### src/rtl/uart_irq_pkg.sv
`timescale 1ns/1ps
package uart_irq_pkg;
  localparam int NUM_SRC = 7;
  localparam int IDX_W   = $clog2(NUM_SRC);
  localparam int EN_W    = 6;
  localparam int CODE_W  = 6;
  localparam int STAT_W  = CODE_W + 2;

  // source indices, lower index = higher priority
  localparam int SRC_LINE  = 0;
  localparam int SRC_RXRDY = 1;
  localparam int SRC_RXTMO = 2;
  localparam int SRC_THRE  = 3;
  localparam int SRC_MODEM = 4;
  localparam int SRC_XOFF  = 5;
  localparam int SRC_FLOW  = 6;

  // enable bit positions
  localparam int EN_RX    = 0;
  localparam int EN_THR   = 1;
  localparam int EN_LINE  = 2;
  localparam int EN_MODEM = 3;
  localparam int EN_XOFF  = 4;
  localparam int EN_FLOW  = 5;

  localparam logic [CODE_W-1:0] CODE_NONE  = 6'b000001;
  localparam logic [CODE_W-1:0] CODE_LINE  = 6'b000110;
  localparam logic [CODE_W-1:0] CODE_RXRDY = 6'b000100;
  localparam logic [CODE_W-1:0] CODE_RXTMO = 6'b001100;
  localparam logic [CODE_W-1:0] CODE_THRE  = 6'b000010;
  localparam logic [CODE_W-1:0] CODE_MODEM = 6'b000000;
  localparam logic [CODE_W-1:0] CODE_XOFF  = 6'b010000;
  localparam logic [CODE_W-1:0] CODE_FLOW  = 6'b100000;

  function automatic logic [CODE_W-1:0] src_code(input logic [IDX_W-1:0] idx);
    case (idx)
      IDX_W'(SRC_LINE):  return CODE_LINE;
      IDX_W'(SRC_RXRDY): return CODE_RXRDY;
      IDX_W'(SRC_RXTMO): return CODE_RXTMO;
      IDX_W'(SRC_THRE):  return CODE_THRE;
      IDX_W'(SRC_MODEM): return CODE_MODEM;
      IDX_W'(SRC_XOFF):  return CODE_XOFF;
      IDX_W'(SRC_FLOW):  return CODE_FLOW;
      default:           return CODE_NONE;
    endcase
  endfunction

  function automatic int src_en_bit(input int src);
    case (src)
      SRC_LINE:               return EN_LINE;
      SRC_RXRDY, SRC_RXTMO:   return EN_RX;
      SRC_THRE:               return EN_THR;
      SRC_MODEM:              return EN_MODEM;
      SRC_XOFF:               return EN_XOFF;
      default:                return EN_FLOW;
    endcase
  endfunction
endpackage

### src/rtl/uart_irq_latch.sv
`timescale 1ns/1ps
module uart_irq_latch (
  input  logic clk,
  input  logic rst_n,
  input  logic set_i,
  input  logic clr_i,
  output logic q_o
);
  // a new event in the clearing cycle survives
  always_ff @(posedge clk or negedge rst_n) begin
    if (!rst_n) q_o <= 1'b0;
    else        q_o <= set_i | (q_o & ~clr_i);
  end
endmodule

### src/rtl/uart_irq_prio.sv
`timescale 1ns/1ps
module uart_irq_prio #(
  parameter int N = 7,
  localparam int IW = (N > 1) ? $clog2(N) : 1
) (
  input  logic [N-1:0]  req_i,
  output logic          found_o,
  output logic [IW-1:0] idx_o
);
  // scan from lowest priority upward so the smallest index wins
  always_comb begin
    found_o = 1'b0;
    idx_o   = '0;
    for (int i = N - 1; i >= 0; i--) begin
      if (req_i[i]) begin
        found_o = 1'b1;
        idx_o   = IW'(i);
      end
    end
  end
endmodule

### src/rtl/uart_irq_rdhold.sv
`timescale 1ns/1ps
module uart_irq_rdhold #(
  parameter int W = 6,
  parameter logic [W-1:0] RST_VAL = '0
) (
  input  logic         clk,
  input  logic         rst_n,
  input  logic         rd_i,
  input  logic [W-1:0] live_i,
  output logic [W-1:0] shown_o,
  output logic [W-1:0] snap_o,
  output logic         rd_end_o
);
  logic         rd_q;
  logic [W-1:0] snap_q;

  always_ff @(posedge clk or negedge rst_n) begin
    if (!rst_n) begin
      rd_q   <= 1'b0;
      snap_q <= RST_VAL;
    end else begin
      rd_q <= rd_i;
      if (rd_i && !rd_q) snap_q <= live_i;
    end
  end

  assign shown_o  = (rd_i && rd_q) ? snap_q : live_i;
  assign snap_o   = snap_q;
  assign rd_end_o = rd_q && !rd_i;
endmodule

### src/rtl/uart_irq_ident.sv
`timescale 1ns/1ps
module uart_irq_ident
  import uart_irq_pkg::*;
(
  input  logic              clk,
  input  logic              rst_n,
  input  logic              fifo_en,
  input  logic [EN_W-1:0]   ien,
  input  logic              ev_line_err,
  input  logic              rx_data_avail,
  input  logic              ev_rx_timeout,
  input  logic              tx_hold_empty,
  input  logic              ev_modem_delta,
  input  logic              ev_xoff_char,
  input  logic              ev_flow_change,
  input  logic              stat_rd,
  input  logic              data_rd,
  input  logic              line_stat_rd,
  input  logic              modem_stat_rd,
  input  logic              tx_hold_wr,
  output logic              irq,
  output logic [STAT_W-1:0] int_status
);
  logic [NUM_SRC-1:0] raw;
  logic [NUM_SRC-1:0] pend;
  logic               found;
  logic [IDX_W-1:0]   top_idx;
  logic [CODE_W-1:0]  live_code;
  logic [CODE_W-1:0]  shown_code;
  logic [CODE_W-1:0]  snap_code;
  logic               rd_end;
  logic               thr_req_q;
  logic               thr_rise;

  // transmit-empty is an edge on the enabled level
  always_ff @(posedge clk or negedge rst_n) begin
    if (!rst_n) thr_req_q <= 1'b0;
    else        thr_req_q <= tx_hold_empty & ien[EN_THR];
  end
  assign thr_rise = tx_hold_empty & ien[EN_THR] & ~thr_req_q;

  for (genvar i = 0; i < NUM_SRC; i++) begin : g_src
    if (i == SRC_RXRDY) begin : g_level
      assign raw[i] = rx_data_avail;
    end else begin : g_event
      logic s_set, s_clr;
      always_comb begin
        case (i)
          SRC_LINE:  begin s_set = ev_line_err;    s_clr = line_stat_rd;  end
          SRC_RXTMO: begin s_set = ev_rx_timeout;  s_clr = data_rd;       end
          SRC_THRE:  begin s_set = thr_rise;
                           s_clr = tx_hold_wr | (rd_end && snap_code == CODE_THRE); end
          SRC_MODEM: begin s_set = ev_modem_delta; s_clr = modem_stat_rd; end
          SRC_XOFF:  begin s_set = ev_xoff_char;
                           s_clr = rd_end && snap_code == CODE_XOFF; end
          default:   begin s_set = ev_flow_change; s_clr = modem_stat_rd; end
        endcase
      end
      uart_irq_latch u_lat (
        .clk   (clk),
        .rst_n (rst_n),
        .set_i (s_set),
        .clr_i (s_clr),
        .q_o   (raw[i])
      );
    end
    assign pend[i] = raw[i] & ien[src_en_bit(i)];
  end

  uart_irq_prio #(.N(NUM_SRC)) u_prio (
    .req_i   (pend),
    .found_o (found),
    .idx_o   (top_idx)
  );

  assign live_code = found ? src_code(top_idx) : CODE_NONE;

  uart_irq_rdhold #(.W(CODE_W), .RST_VAL(CODE_NONE)) u_hold (
    .clk      (clk),
    .rst_n    (rst_n),
    .rd_i     (stat_rd),
    .live_i   (live_code),
    .shown_o  (shown_code),
    .snap_o   (snap_code),
    .rd_end_o (rd_end)
  );

  assign irq        = found;
  assign int_status = {{2{fifo_en}}, shown_code};
endmodule

### config.mk
export PLATFORM = sky130hd
export DESIGN_NAME = uart_irq_ident
export DESIGN_NICKNAME = d
export VERILOG_FILES = /design/src/rtl/uart_irq_pkg.sv /design/src/rtl/uart_irq_latch.sv /design/src/rtl/uart_irq_prio.sv /design/src/rtl/uart_irq_rdhold.sv /design/src/rtl/uart_irq_ident.sv
export SDC_FILE = /design/constraint.sdc
export NUM_CORES = 1
export LEC_CHECK = 0
export BUFFER_PORTS_ARGS = -buffer_cell sky130_fd_sc_hd__buf_2
export CAP_MARGIN = 5
export CORE_MARGIN = 8
export CORE_UTILIZATION = 48
export DETAILED_ROUTE_END_ITERATION = 10
export GPL_TIMING_DRIVEN = 0
export PLACE_DENSITY = 0.82
export REMOVE_ABC_BUFFERS = 1
export SLEW_MARGIN = 10
export SYNTH_ARGS = -nofsm -noshare
export SYNTH_HDL_FRONTEND = slang
export SYNTH_SLANG_ARGS = --single-unit
### constraint.sdc
create_clock -name clk -period 4.1 [get_ports clk]
set_input_delay 0.82 -clock clk [delete_from_list [all_inputs] [get_ports clk]]
set_output_delay 0.82 -clock clk [all_outputs]
set_load 0.02 [all_outputs]
==> reports/qor.yml <==
run_status: "finished clean"
crit_arrival_ns: 1.90
min_period_ns: 2.72
place_area_sq_um: 811
diodes: 0
ys_warn_count: 0
cts_made_buffers: 3
dieArea_sq_mm: 0.00288
synth_largest_area_cell: "dfrtp_1"
syn2layout_area_growth_pct: 23.0
final_cell_mix: "buf_2, dfrtp_1, nand2_1"
yosysUniqueCellTypes: 21
p_sw_w: 0.0000804
ir_drop_uv: 202
leakagePower_nw: 0.408
syn_inst: 74
r2r_end: "g_src[3].g_event.u_lat.q_o"
antenna_found_initial: 0
yosysTopAreaCellShare_pct: 47.8
worst_slack_ns: 1.38
max_freq_ghz: 0.368
netlist_top_cells_area: "dfrtp_1, o21ai_0, nand2_1, a21o_1, dfstp_2"
htree_levels: 1
track_usage_pct: 12.7
power.density_mw_per_mm2: 344
rows: 13
slew_headroom_pct: 69.4
cts_hold_buf: 0
p_comb_share_pct: 17.8
via_per_inst: 5.33
grt_overflow_total: 0
grt_pass1_wl_mm: 2.76
hp-class: "primary input to async pin"
cts_resized: 0
nets: 123
pre_cts_ws_ns: 1.40
syn_area_per_cell_sq_um: 9.20
fp.coreArea_sq_mm: 0.00132
clock_power_share_pct: 27.7
p_int_w: 0.000208
r2r-start: "u_hold.snap_o[3]"
finalSetupViolCount: 0
postLayoutCellArea_sq_um: 837
dp_hpwl_mm: 1.31
p_sw_share_pct: 27.9
tightestPinTransition_ns: 0.456
crit_type: "primary input to primary output"
ioPinCount: 30
period_share_pct: 66.3
setup_tns_ns: 0
vias: 618
startpoint_type: "primary input"
hold_viol_final: 0
r2r_setup_slack_ns: 2.66
drive_gt1_share_pct: 29.7
grt_pass1_vias: 653
final_common_cell: "buf_2"
place.port_buffers: 26
drt-total-wl_mm: 1.62
synth_area_sq_um: 681
antenna_left: 0
grt_max_degree: 15
die_y_microns: 53.7
cts_buffer_depth: 2
yosysSeqAreaShare_pct: 51.7
ys_ff_latch: 14
ff2ff_path_depth: 3
rsz0062_at_grt: "false"
clock-root-buffer: "clkbuf_4"
end_kind: "primary output"
start_util_pct: 51.7
dr.first_iter.drc_count: 18
firstDrtPassIters: 5
cp_max_fo: 6
clk_latency_ns: 0.27
cp.required_ns: 3.28
drv_cap: 0
cts_setup_buffers: 0
wl_per_cell_microns: 13.9
cts_tree: "yes"
finalWeightedCongestion: 0.788
clock_sinks: 14
die_w_microns: 53.7
route.detailed.drc: 0
maxSlewViolCount: 0
clk_pin_slew_ns: 0.08
p_seq_share_pct: 54.5
finalPower_w: 0.000288
fin_skew_ns: 0.00429
[kinds of logic (layout without fill, tap and decap cells)]
kind of cell | count (synthesis) | after routing | synth area share [%]
and+or+nand+nor | 31 | 31 | 23.9
AOI/OAI and AO/OA | 21 | 21 | 18.9
DFF | 14 | 14 | 51.7
buffers and inverters | 8 | 35 | 5.51
[layout make-up]
cell class / instances / area (sq um)
Fill cell: 124 / 480
Sequential cell: 14 / 352
Multi-Input combinational cell: 52 / 292
Timing Repair Buffer: 26 / 130
Clock buffer: 4 / 26.3
Inverter: 5 / 18.8
Tap cell: 15 / 18.8
[power groups by stage]
stage               combinational, W  sequential (W)  clock (W)
floorplan                  0.0000300        0.000157          0
global placement           0.0000501        0.000159          0
detailed placement         0.0000518        0.000160          0
CTS                        0.0000519        0.000157  0.0000824
global route               0.0000576        0.000159  0.0000902
finish                     0.0000513        0.000157  0.0000798
[sequential cells by signal, indices dropped and copies added, names as in the netlist]
| register | cells |
|---|---|
| thr_req_q | 1 |
| u_hold.rd_q | 1 |
| u_hold.snap_o | 6 |
| g_src.g_event.u_lat.q_o | 6 |
[worst max-delay path, stage by stage]
cell,delay [ns]
buf_2,0.10
o21ai_1,0.38
nand4_1,0.23
o21ai_0,0.18
buf_2,0.18
[worst max path at each step]
stage / startpoint / to / slack [ns]
after floorplan: rx_data_avail / int_status[0] / 1.27
after global placement: rx_data_avail / int_status[0] / 1.44
after detailed placement: rx_data_avail / int_status[0] / 1.40
after CTS: rx_data_avail / int_status[0] / 1.40
after global routing: rx_data_avail / int_status[0] / 1.23
final: rx_data_avail / int_status[0] / 1.38
[Yosys cell counts (all sizes together)]
master,n
nand4b,2
a22oi,2
nand4,2
nand2,12
o32ai,1
and2,1
inv,5
nand3,3
nor2,4
dfrtp,13
dfstp,1
a21o,4
o21ai,10
buf,2
nor2b,1
nand2b,3
nor4,1
a31oi,4
or4b,2
clkbuf,1
[per-stage QoR]
stage / hold WS (ns) / cells / utilization [%]
global placement: 0.412 / 112 / 61.5
global route: 0.437 / 116 / 63.5
finish: 0.424 / 116 / 63.5
CTS: 0.429 / 116 / 63.5
floorplan: 0.404 / 71 / -
detailed placement: 0.419 / 112 / 61.5
[metal layers]
layer,up-vias,track usage [%],share of wire (%),routed length (microns)
met2,18,20.9,49,784
met1,283,15.3,44,716
li1,317,-,-,-
met4,0,2.94,0,0
met3,0,4.96,7.1,114
met5,-,0,0,0
Note: power is estimated with default switching activity, not from simulation.
